`src/rtl/vec_anyeq_pkg.sv`:
```
`timescale 1ns/1ps
package vec_anyeq_pkg;
  localparam int VEC_BYTES = 16;
  localparam int NUM_SIZES = 3;
  localparam int FLAG_INV  = 3;
  localparam int FLAG_MASK = 2;
  localparam int FLAG_ZS   = 1;

  typedef struct packed {
    logic loadRes;
    logic loadErr;
  } ctrlStrobe_t;
endpackage

```
`src/rtl/vec_anyeq_ctrl.sv`:
```
`timescale 1ns/1ps
module vec_anyeq_ctrl
  import vec_anyeq_pkg::*;
#(
  parameter int SIZES = NUM_SIZES
) (
  input  logic        clk,
  input  logic        rst_n,
  input  logic        startIn,
  input  logic [1:0]  sizeCode,
  output ctrlStrobe_t strobe,
  output logic        doneOut,
  output logic        errOut
);
  logic sizeLegal;

  always_comb begin
    sizeLegal      = (int'(sizeCode) < SIZES);
    strobe.loadRes = startIn && sizeLegal;
    strobe.loadErr = startIn && !sizeLegal;
  end

  always_ff @(posedge clk or negedge rst_n) begin
    if (!rst_n) begin
      doneOut <= 1'b0;
      errOut  <= 1'b0;
    end else begin
      doneOut <= startIn;
      if (startIn) errOut <= !sizeLegal;
    end
  end

  AST_DONE_IS_PULSE: assert property (@(posedge clk) disable iff (!rst_n)
    (doneOut && !$past(startIn, 2)) |-> !$past(doneOut));
endmodule

```
`src/rtl/vec_anyeq_dp.sv`:
```
`timescale 1ns/1ps
module vec_anyeq_dp
  import vec_anyeq_pkg::*;
#(
  parameter int NBYTES = VEC_BYTES,
  parameter int SIZES  = NUM_SIZES
) (
  input  logic                  clk,
  input  logic                  rst_n,
  input  ctrlStrobe_t           strobe,
  input  logic [NBYTES*8-1:0]   opA,
  input  logic [NBYTES*8-1:0]   opB,
  input  logic [1:0]            sizeCode,
  input  logic [3:0]            flags,
  output logic [NBYTES*8-1:0]   result,
  output logic [1:0]            condCode
);
  localparam int VW   = NBYTES * 8;
  localparam int HW   = VW / 2;
  localparam int IDXW = $clog2(NBYTES + 1);
  localparam logic [IDXW-1:0] NONE = IDXW'(NBYTES);

  // byte flags: bit NBYTES-1 is the most significant byte
  logic [SIZES-1:0][NBYTES-1:0] hitBytes;
  logic [SIZES-1:0][NBYTES-1:0] zeroBytes;

  for (genvar s = 0; s < SIZES; s++) begin : g_size
    localparam int EB = 1 << s;
    localparam int NE = NBYTES / EB;
    localparam int EW = EB * 8;
    for (genvar i = 0; i < NE; i++) begin : g_elem
      logic hit;
      logic [EW-1:0] elemA;
      always_comb begin
        elemA = opA[VW-1-i*EW -: EW];
        hit   = 1'b0;
        for (int j = 0; j < NE; j++) begin
          if (elemA == opB[VW-1-j*EW -: EW]) hit = 1'b1;
        end
      end
      assign hitBytes[s][NBYTES-1-i*EB -: EB]  = {EB{hit}};
      assign zeroBytes[s][NBYTES-1-i*EB -: EB] = {EB{elemA == '0}};
    end
  end

  function automatic logic [IDXW-1:0] firstSet(input logic [NBYTES-1:0] v);
    logic [IDXW-1:0] r;
    r = NONE;
    for (int k = 0; k < NBYTES; k++) begin
      if (v[k]) r = IDXW'(NBYTES - 1 - k);
    end
    return r;
  endfunction

  logic [NBYTES-1:0] selHit, selZero;
  logic [IDXW-1:0]   hitIdx, zeroIdx, minIdx;
  logic [VW-1:0]     maskVec, idxVec, nextRes;
  logic [1:0]        nextCc;
  logic              idxModeQ;

  always_comb begin
    selHit  = '0;
    selZero = '0;
    if (int'(sizeCode) < SIZES) begin
      selHit  = hitBytes[sizeCode];
      selZero = zeroBytes[sizeCode];
    end
    selHit  = selHit ^ {NBYTES{flags[FLAG_INV]}};
    hitIdx  = firstSet(selHit);
    zeroIdx = flags[FLAG_ZS] ? firstSet(selZero) : NONE;
    minIdx  = (hitIdx < zeroIdx) ? hitIdx : zeroIdx;
    for (int k = 0; k < NBYTES; k++) maskVec[k*8 +: 8] = {8{selHit[k]}};
    idxVec = '0;
    idxVec[HW +: IDXW] = minIdx;
    nextRes = flags[FLAG_MASK] ? maskVec : idxVec;
    if (zeroIdx == NONE && hitIdx == NONE) nextCc = 2'd3;
    else if (zeroIdx == NONE)              nextCc = 2'd1;
    else if (hitIdx < zeroIdx)             nextCc = 2'd2;
    else                                   nextCc = 2'd0;
  end

  always_ff @(posedge clk or negedge rst_n) begin
    if (!rst_n) begin
      result   <= '0;
      condCode <= 2'd0;
      idxModeQ <= 1'b0;
    end else if (strobe.loadRes) begin
      result   <= nextRes;
      condCode <= nextCc;
      idxModeQ <= !flags[FLAG_MASK];
    end else if (strobe.loadErr) begin
      result   <= '0;
      condCode <= 2'd0;
      idxModeQ <= 1'b0;
    end
  end

  AST_IDX_LOWER_ZERO: assert property (@(posedge clk) disable iff (!rst_n)
    idxModeQ |-> (result[HW-1:0] == '0 && result[VW-1:HW] <= HW'(NBYTES)));
  AST_CC3_NO_HIT: assert property (@(posedge clk) disable iff (!rst_n)
    (idxModeQ && condCode == 2'd3) |-> result[VW-1:HW] == HW'(NBYTES));
  AST_CC2_HIT_INSIDE: assert property (@(posedge clk) disable iff (!rst_n)
    (idxModeQ && condCode == 2'd2) |-> result[VW-1:HW] < HW'(NBYTES));
  AST_HOLD_IDLE: assert property (@(posedge clk) disable iff (!rst_n)
    (!strobe.loadRes && !strobe.loadErr) |=> $stable(result) && $stable(condCode));
  for (genvar k = 0; k < NBYTES; k++) begin : g_maskchk
    AST_MASK_WHOLE_BYTE: assert property (@(posedge clk) disable iff (!rst_n)
      !idxModeQ |-> (result[k*8 +: 8] == 8'h00 || result[k*8 +: 8] == 8'hFF));
  end
endmodule

```
`src/rtl/vec_anyeq_top.sv`:
```
`timescale 1ns/1ps
module vec_anyeq_top
  import vec_anyeq_pkg::*;
(
  input  logic         clk,
  input  logic         rst_n,
  input  logic         startIn,
  input  logic [127:0] opA,
  input  logic [127:0] opB,
  input  logic [1:0]   sizeCode,
  input  logic [3:0]   flags,
  output logic [127:0] result,
  output logic [1:0]   condCode,
  output logic         done,
  output logic         sizeErr
);
  ctrlStrobe_t strobe;

  vec_anyeq_ctrl #(.SIZES(NUM_SIZES)) ctrl_i (
    .clk(clk), .rst_n(rst_n), .startIn(startIn), .sizeCode(sizeCode),
    .strobe(strobe), .doneOut(done), .errOut(sizeErr)
  );

  vec_anyeq_dp #(.NBYTES(VEC_BYTES), .SIZES(NUM_SIZES)) dp_i (
    .clk(clk), .rst_n(rst_n), .strobe(strobe), .opA(opA), .opB(opB),
    .sizeCode(sizeCode), .flags(flags), .result(result), .condCode(condCode)
  );

  AST_ERR_ZERO_RESULT: assert property (@(posedge clk) disable iff (!rst_n)
    sizeErr |-> (result == '0 && condCode == 2'd0));
  AST_DONE_AFTER_START: assert property (@(posedge clk) disable iff (!rst_n)
    startIn |=> done);
endmodule

```
`config.mk`:
```
export PLATFORM = sky130hd
export DESIGN_NAME = vec_anyeq_top
export DESIGN_NICKNAME = d
export VERILOG_FILES = /design/src/rtl/vec_anyeq_pkg.sv /design/src/rtl/vec_anyeq_ctrl.sv /design/src/rtl/vec_anyeq_dp.sv /design/src/rtl/vec_anyeq_top.sv
export SDC_FILE = /design/constraint.sdc
export NUM_CORES = 2
export LEC_CHECK = 0
export BUFFER_PORTS_ARGS = -buffer_cell sky130_fd_sc_hd__buf_4
export CORE_UTILIZATION = 65
export CTS_BUF_LIST = sky130_fd_sc_hd__clkbuf_16
export CTS_CLUSTER_DIAMETER = 40
export DETAILED_ROUTE_END_ITERATION = 16
export GPL_TIMING_DRIVEN = 0
export PLACE_DENSITY = 0.95
export SYNTH_ARGS = -nofsm -noshare
export SYNTH_HDL_FRONTEND = slang
export SYNTH_SLANG_ARGS = --single-unit
```
`constraint.sdc`:
```
create_clock -name clk -period 2.4 [get_ports clk]
set_clock_uncertainty 0.1 [all_clocks]
set_input_delay 0.36 -clock clk [delete_from_list [all_inputs] [get_ports clk]]
set_output_delay 0.36 -clock clk [all_outputs]
set_load 0.02 [all_outputs]
```
==> flow_metrics.tcl, run 1 <==
set metrics [dict create \
    post_synth_inst_count 3901 \
    first-error "[ERROR GRT-0116] Global routing finished with congestion. Check the congestion regions in the DRC Viewer." \
    syn_avg_cell_area_sq_um 7.80 \
    yosys-top-cells-area "xnor2_1 43%, xor2_1 17%, buf_4 8.2%, nand4_1 7.9%, nor4_1 4.3%" \
    synthesis.area_sq_um 30400 \
    yosysWarningCount 0 \
    clockBufferDepth 2 \
    grt_pass1_vias 39600 \
    ys_seq_elements 25 \
    grt_first_pass_wirelength_mm 295 \
    globalplace.congestion 1.22 \
    yosys.cell_types.count 76 \
    dieHeight_um 218 \
    postSynth.asyncResetShare_pct 100 \
    gr-usage-all-layers_pct 84.5 \
    clock_sinks 25 \
    boundaryPins 397 \
    half_perimeter_wire_length_of_the_detailed_placement_result_mm 124 \
    globalRoute.totalOverflow 214 \
    share_of_the_synthesized_area_in_the_top_cell_type_pct 42.6 \
    synth-seq-area-share_pct 2.06 \
    cts-buffers-inserted 3 \
    placedCellCount 4641 \
    lastStage "global routing (5_1_grt)" \
    floorplan.initialDensity_pct 66.4 \
    synth.net_count 4169 \
    die_w_um 218 \
    numPortBuffers 138 \
    synth.largest_area_cell "xnor2_1" \
    largest_net_degree_at_the_start_of_global_routing 26 \
    synth_enable_flop_cells 0 \
    status "stopped before the end" \
    num_rows 78 \
    dominantRegCellSynth "dfrtp_1" \
    cts_root_buffer "clkbuf_16" \
    cts-htree-levels 1 \
]
## repair_timing
action | in CTS
buffers inserted | 195
hold endpoints to repair | 25
gates cloned | 2
pin swaps | 105
endpoints found under the setup margin | 23
hold buffers | 1
gates resized for setup | 718
## cells in the mapped netlist, types with 4 or more instances
master and number:
xnor2_1 1479, xor2_1 584, nand4_1 384, buf_4 334, nor4_1 209, buf_2 191, nor2_1 185, buf_6 83
nand2_1 74, a21oi_1 46, o21ai_0 38, dfrtp_1 25, a2111oi_0 23, or4_1 18, o2bb2ai_1 17, a22oi_1 16
inv_1 13, nor3_1 11, o21ai_1 11, a211oi_1 9, and4_1 9, clkbuf_1 9, nand3_1 9, and2_1 8
buf_8 8, o2111ai_1 7, o211ai_1 7, a21o_1 6, buf_12 6, o22ai_1 6, a22o_1 5, a31oi_1 4
## metal layers
layer  overflow  global-route usage, %
met1          7                   85.4
met2         90                   97.3
met3          9                   71.8
met4        107                   84.8
met5          1                   40.2
## logic make-up after synthesis
logic type	share of synthesized area, %
adders and majority gates	0.156
buffers and inverters	15.5
DFF	2.06
xor gates and xnor gates	59.5
muxes	0.103
and+or+nand+nor	17.3
AOI/OAI and AO/OA	5.29
## through the flow
stage | worst slack [ps] | instance area (sq um) | utilization, %
after floorplan | -1690 | 31200 | -
after global placement | -3820 | 33000 | 72.0
after detailed placement | -3580 | 33000 | 72.0
after CTS | -2160 | 37900 | 82.9
==> run 2, diff against run 1 <==
Settings changed: CORE_UTILIZATION 65 to 40, CTS_BUF_LIST sky130_fd_sc_hd__clkbuf_16 to unset, CTS_CLUSTER_DIAMETER 40 to unset, PLACE_DENSITY 0.95 to unset, PLACE_DENSITY_LB_ADDON set to 0.15.
==> run 2 against run 1 <==
Net effect: the flow now finishes, with violations (setup timing); synthesized cell count did not move; area after synthesis unchanged.
==> flow_metrics.tcl, run 2 <==
set metrics [dict create \
    status "finished, violations left" \
    failed_checks "setup timing" \
    num_rows 100 \
    clock_sinks 25 \
    dominantRegCellSynth "dfrtp_1" \
    largest_register_ffs 21 \
    synth_compound_gate_area_share_pct 5.29 \
    regMostFlops "dp_i.result" \
    numPortBuffers 138 \
    first_pass_iters 9 \
    biggestRegsByFlops "dp_i.result (21), dp_i.condCode (2)" \
    globalRoute.totalOverflow 0 \
    worst_setup_hold_path_clk_slew_ps 60 \
    grt_use_met2_pct 71.0 \
    worst_slew_pin_slew_ps 1150 \
    cts-htree-levels 1 \
    min-delay-path-class "input port to flip-flop" \
    fin_crit_sh_pct 209 \
    design.die.area_sq_um 77100 \
    routedWlPerCell_um 37.3 \
    clock_latency_late_sink_ps 260 \
    tns_ps -21510 \
    synthesis.area_sq_um 30400 \
    die_w_um 278 \
    yosysWarningCount 0 \
    drtIter0Drc 4772 \
    most-common-layout-cells "1452 x xnor2_1, 629 x buf_4, 579 x xor2_1" \
    timing_worst_setup_path_type "input port to flip-flop" \
    cts_tree "built" \
    route.antenna.remaining_nets 0 \
    cts-buffers-inserted 3 \
    largest_net_degree_at_the_start_of_global_routing 26 \
    power.static_leakage_nw 14.5 \
    grt_first_pass_wirelength_mm 263 \
    grt.met3_usage_pct 16.0 \
    worstSetupStartpointType "input port" \
    drive_above_1_share_pct 30.9 \
    gr-usage-all-layers_pct 48.6 \
    mostFrequentLayoutCell "xnor2_1" \
    setup_repair_after_global_routing_missed_its_margin "yes" \
    worstSetupEndpointType "flip-flop" \
    dieHeight_um 278 \
    yosys.cell_types.count 76 \
    report.final.slew_viol_count 0 \
    yosysMostFrequentCell "xnor2_1" \
    cts_root_buffer "clkbuf_16" \
    post_synthesis_share_of_cell_area_spent_on_xor_and_xnor_gates_pct 59.5 \
    grtUsageMet1_pct 55.9 \
    share_of_the_synthesized_area_in_the_top_cell_type_pct 42.6 \
    boundaryPins 397 \
    data_required_critical_path_ps 2450 \
    synthTopCellsByCount "1479 x xnor2_1, 584 x xor2_1, 384 x nand4_1" \
    timing.final.crit_period_ps 5020 \
    synthAdderAreaFrac_pct 0.156 \
    drt-vias-per-instance 6.50 \
    synth_top_family_by_area "XOR/XNOR gates" \
    syn_to_final_growth_pct 33.4 \
    power_density_nw_per_um2 266 \
    postLayoutSetupSlackWorst_ps -2620 \
    detailroute.via_count 34800 \
    max_transition_margin_pct 22.5 \
    timing.max_cap.violations 0 \
    globalplace.congestion 1.06 \
    ys_seq_elements 25 \
    finish.net_count 4658 \
    report.final.setup_viol 23 \
    grt_most_used_layer "met2" \
    floorplan.initialDensity_pct 40.6 \
    portion_of_netlist_area_occupied_by_mux_cells_pct 0.103 \
    postSynth.asyncResetShare_pct 100 \
    synth-simple-area-share_pct 17.3 \
    synth-seq-area-share_pct 2.06 \
    hold-worst-slack_ps 132 \
    drt_drc_violations_left 0 \
    dpl_worst_slack_ps -3430 \
    post_synth_inst_count 3901 \
    maxClockFrequency_mhz 199 \
    ir_drop_v 0.000267 \
    clockBufferDepth 2 \
    grt_antenna_before_repair 4 \
    syn_avg_cell_area_sq_um 7.80 \
    synth.net_count 4169 \
    synth_enable_flop_cells 0 \
    grt_pass1_vias 31900 \
    routed_wl_mm 200 \
    hold_viol_final 0 \
    yosys-top-cells-area "xnor2_1 43%, xor2_1 17%, buf_4 8.2%, nand4_1 7.9%, nor4_1 4.3%" \
    total_power_mw 10.8 \
    worst_ep_arrival_time_ps 5070 \
    core_area_sq_um 74800 \
    timing.critical_path.fanout_max 5 \
    synth.largest_area_cell "xnor2_1" \
    half_perimeter_wire_length_of_the_detailed_placement_result_mm 141 \
]
-- run 2: cell counts after synthesis --
Identical to the previous run, type by type.
-- run 2: layout make-up --
type                            count  area [sq um]
Fill cell                        7110         34300
Multi-Input combinational cell   3231         26900
Inverter                           13          48.8
Timing Repair Buffer              484          4130
Sequential cell                    25           626
Antenna cell                        2          5.00
Tap cell                          969          1210
Buffer                            632          7610
Clock buffer                        3          75.1
Clock inverter                      1          5.00
-- run 2: worst paths after layout --
path                            cells past startpoint                         start                           end  slack, ps
min in group asynchronous                           2                         rst_n  dp_i.condCode[0]$_DFFE_PN0P_        440
worst min-delay path                                1                       startIn      ctrl_i.doneOut$_DFF_PN0_        130
worst max register to register                      1   dp_i.result[31]$_DFFE_PN0P_   dp_i.result[31]$_DFFE_PN0P_       1430
worst min register to register                      1  dp_i.condCode[0]$_DFFE_PN0P_  dp_i.condCode[0]$_DFFE_PN0P_        380
worst max-delay path                               22                       opA[56]   dp_i.result[65]$_DFFE_PN0P_      -2620
max in group asynchronous                           2                         rst_n   dp_i.result[39]$_DFFE_PN0P_       1500
-- run 2: what timing repair did --
item,4_1_cts,5_1_grt
endpoints found under the setup margin,23,23
buffers inserted,186,154
hold endpoints to repair,25,0
hold buffers,1,0
cloned,0,2
gates resized for setup,692,291
pin swaps,117,107
-- run 2: per-layer routing --
metal  share of wire (%)  vias to the layer above
li1                    -                    13800
met1                  35                    16500
met3                  14                     1164
met4                  12                        9
met2                  40                     3281
met5                0.12                        -
-- run 2: stage by stage --
stage                     utilization [%]  cells  area (sq um)
after global routing                 54.2   5359         40600
final                                54.2   5360         40600
after CTS                            50.7   5202         37900
after detailed placement             44.7   5011         33400
after floorplan                         -   3901         31200
after global placement               44.7   5008         33400
-- run 2: cell families (layout without fill, tap and decap cells) --
group / Yosys count / count (layout)
compound gates: 227 / 227
xor+xnor: 2065 / 2065
fa+ha+maj: 4 / 4
buf+inv: 645 / 1133
flops: 25 / 25
mux: 3 / 3
other cells: 0 / 2
simple gates: 932 / 932
-- run 2: where the power goes --
group          switching (mW)  internal (mW)  leakage, nW
Combinational            5.51           4.35         14.1
Clock                   0.151          0.225       0.0409
Sequential             0.0833          0.461        0.326
-- run 2: worst max-delay path, stage by stage --
cell and delay [ps]:
buf_16 120, buf_12 140, xor2_1 240, nor4_2 110, a2111oi_4 360, buf_6 200
nand4_1 610, or4_4 770, o21ai_2 180, o2bb2ai_2 130, a21o_1 160, nand3_2 80
a31oi_4 190, ha_4 180, buf_6 100, a41oi_4 30, a311oi_4 340, nor3b_4 90
o31ai_4 230, buf_6 150, mux2i_1 200, o21ai_1 70
Power figures use the tool's default switching activity.
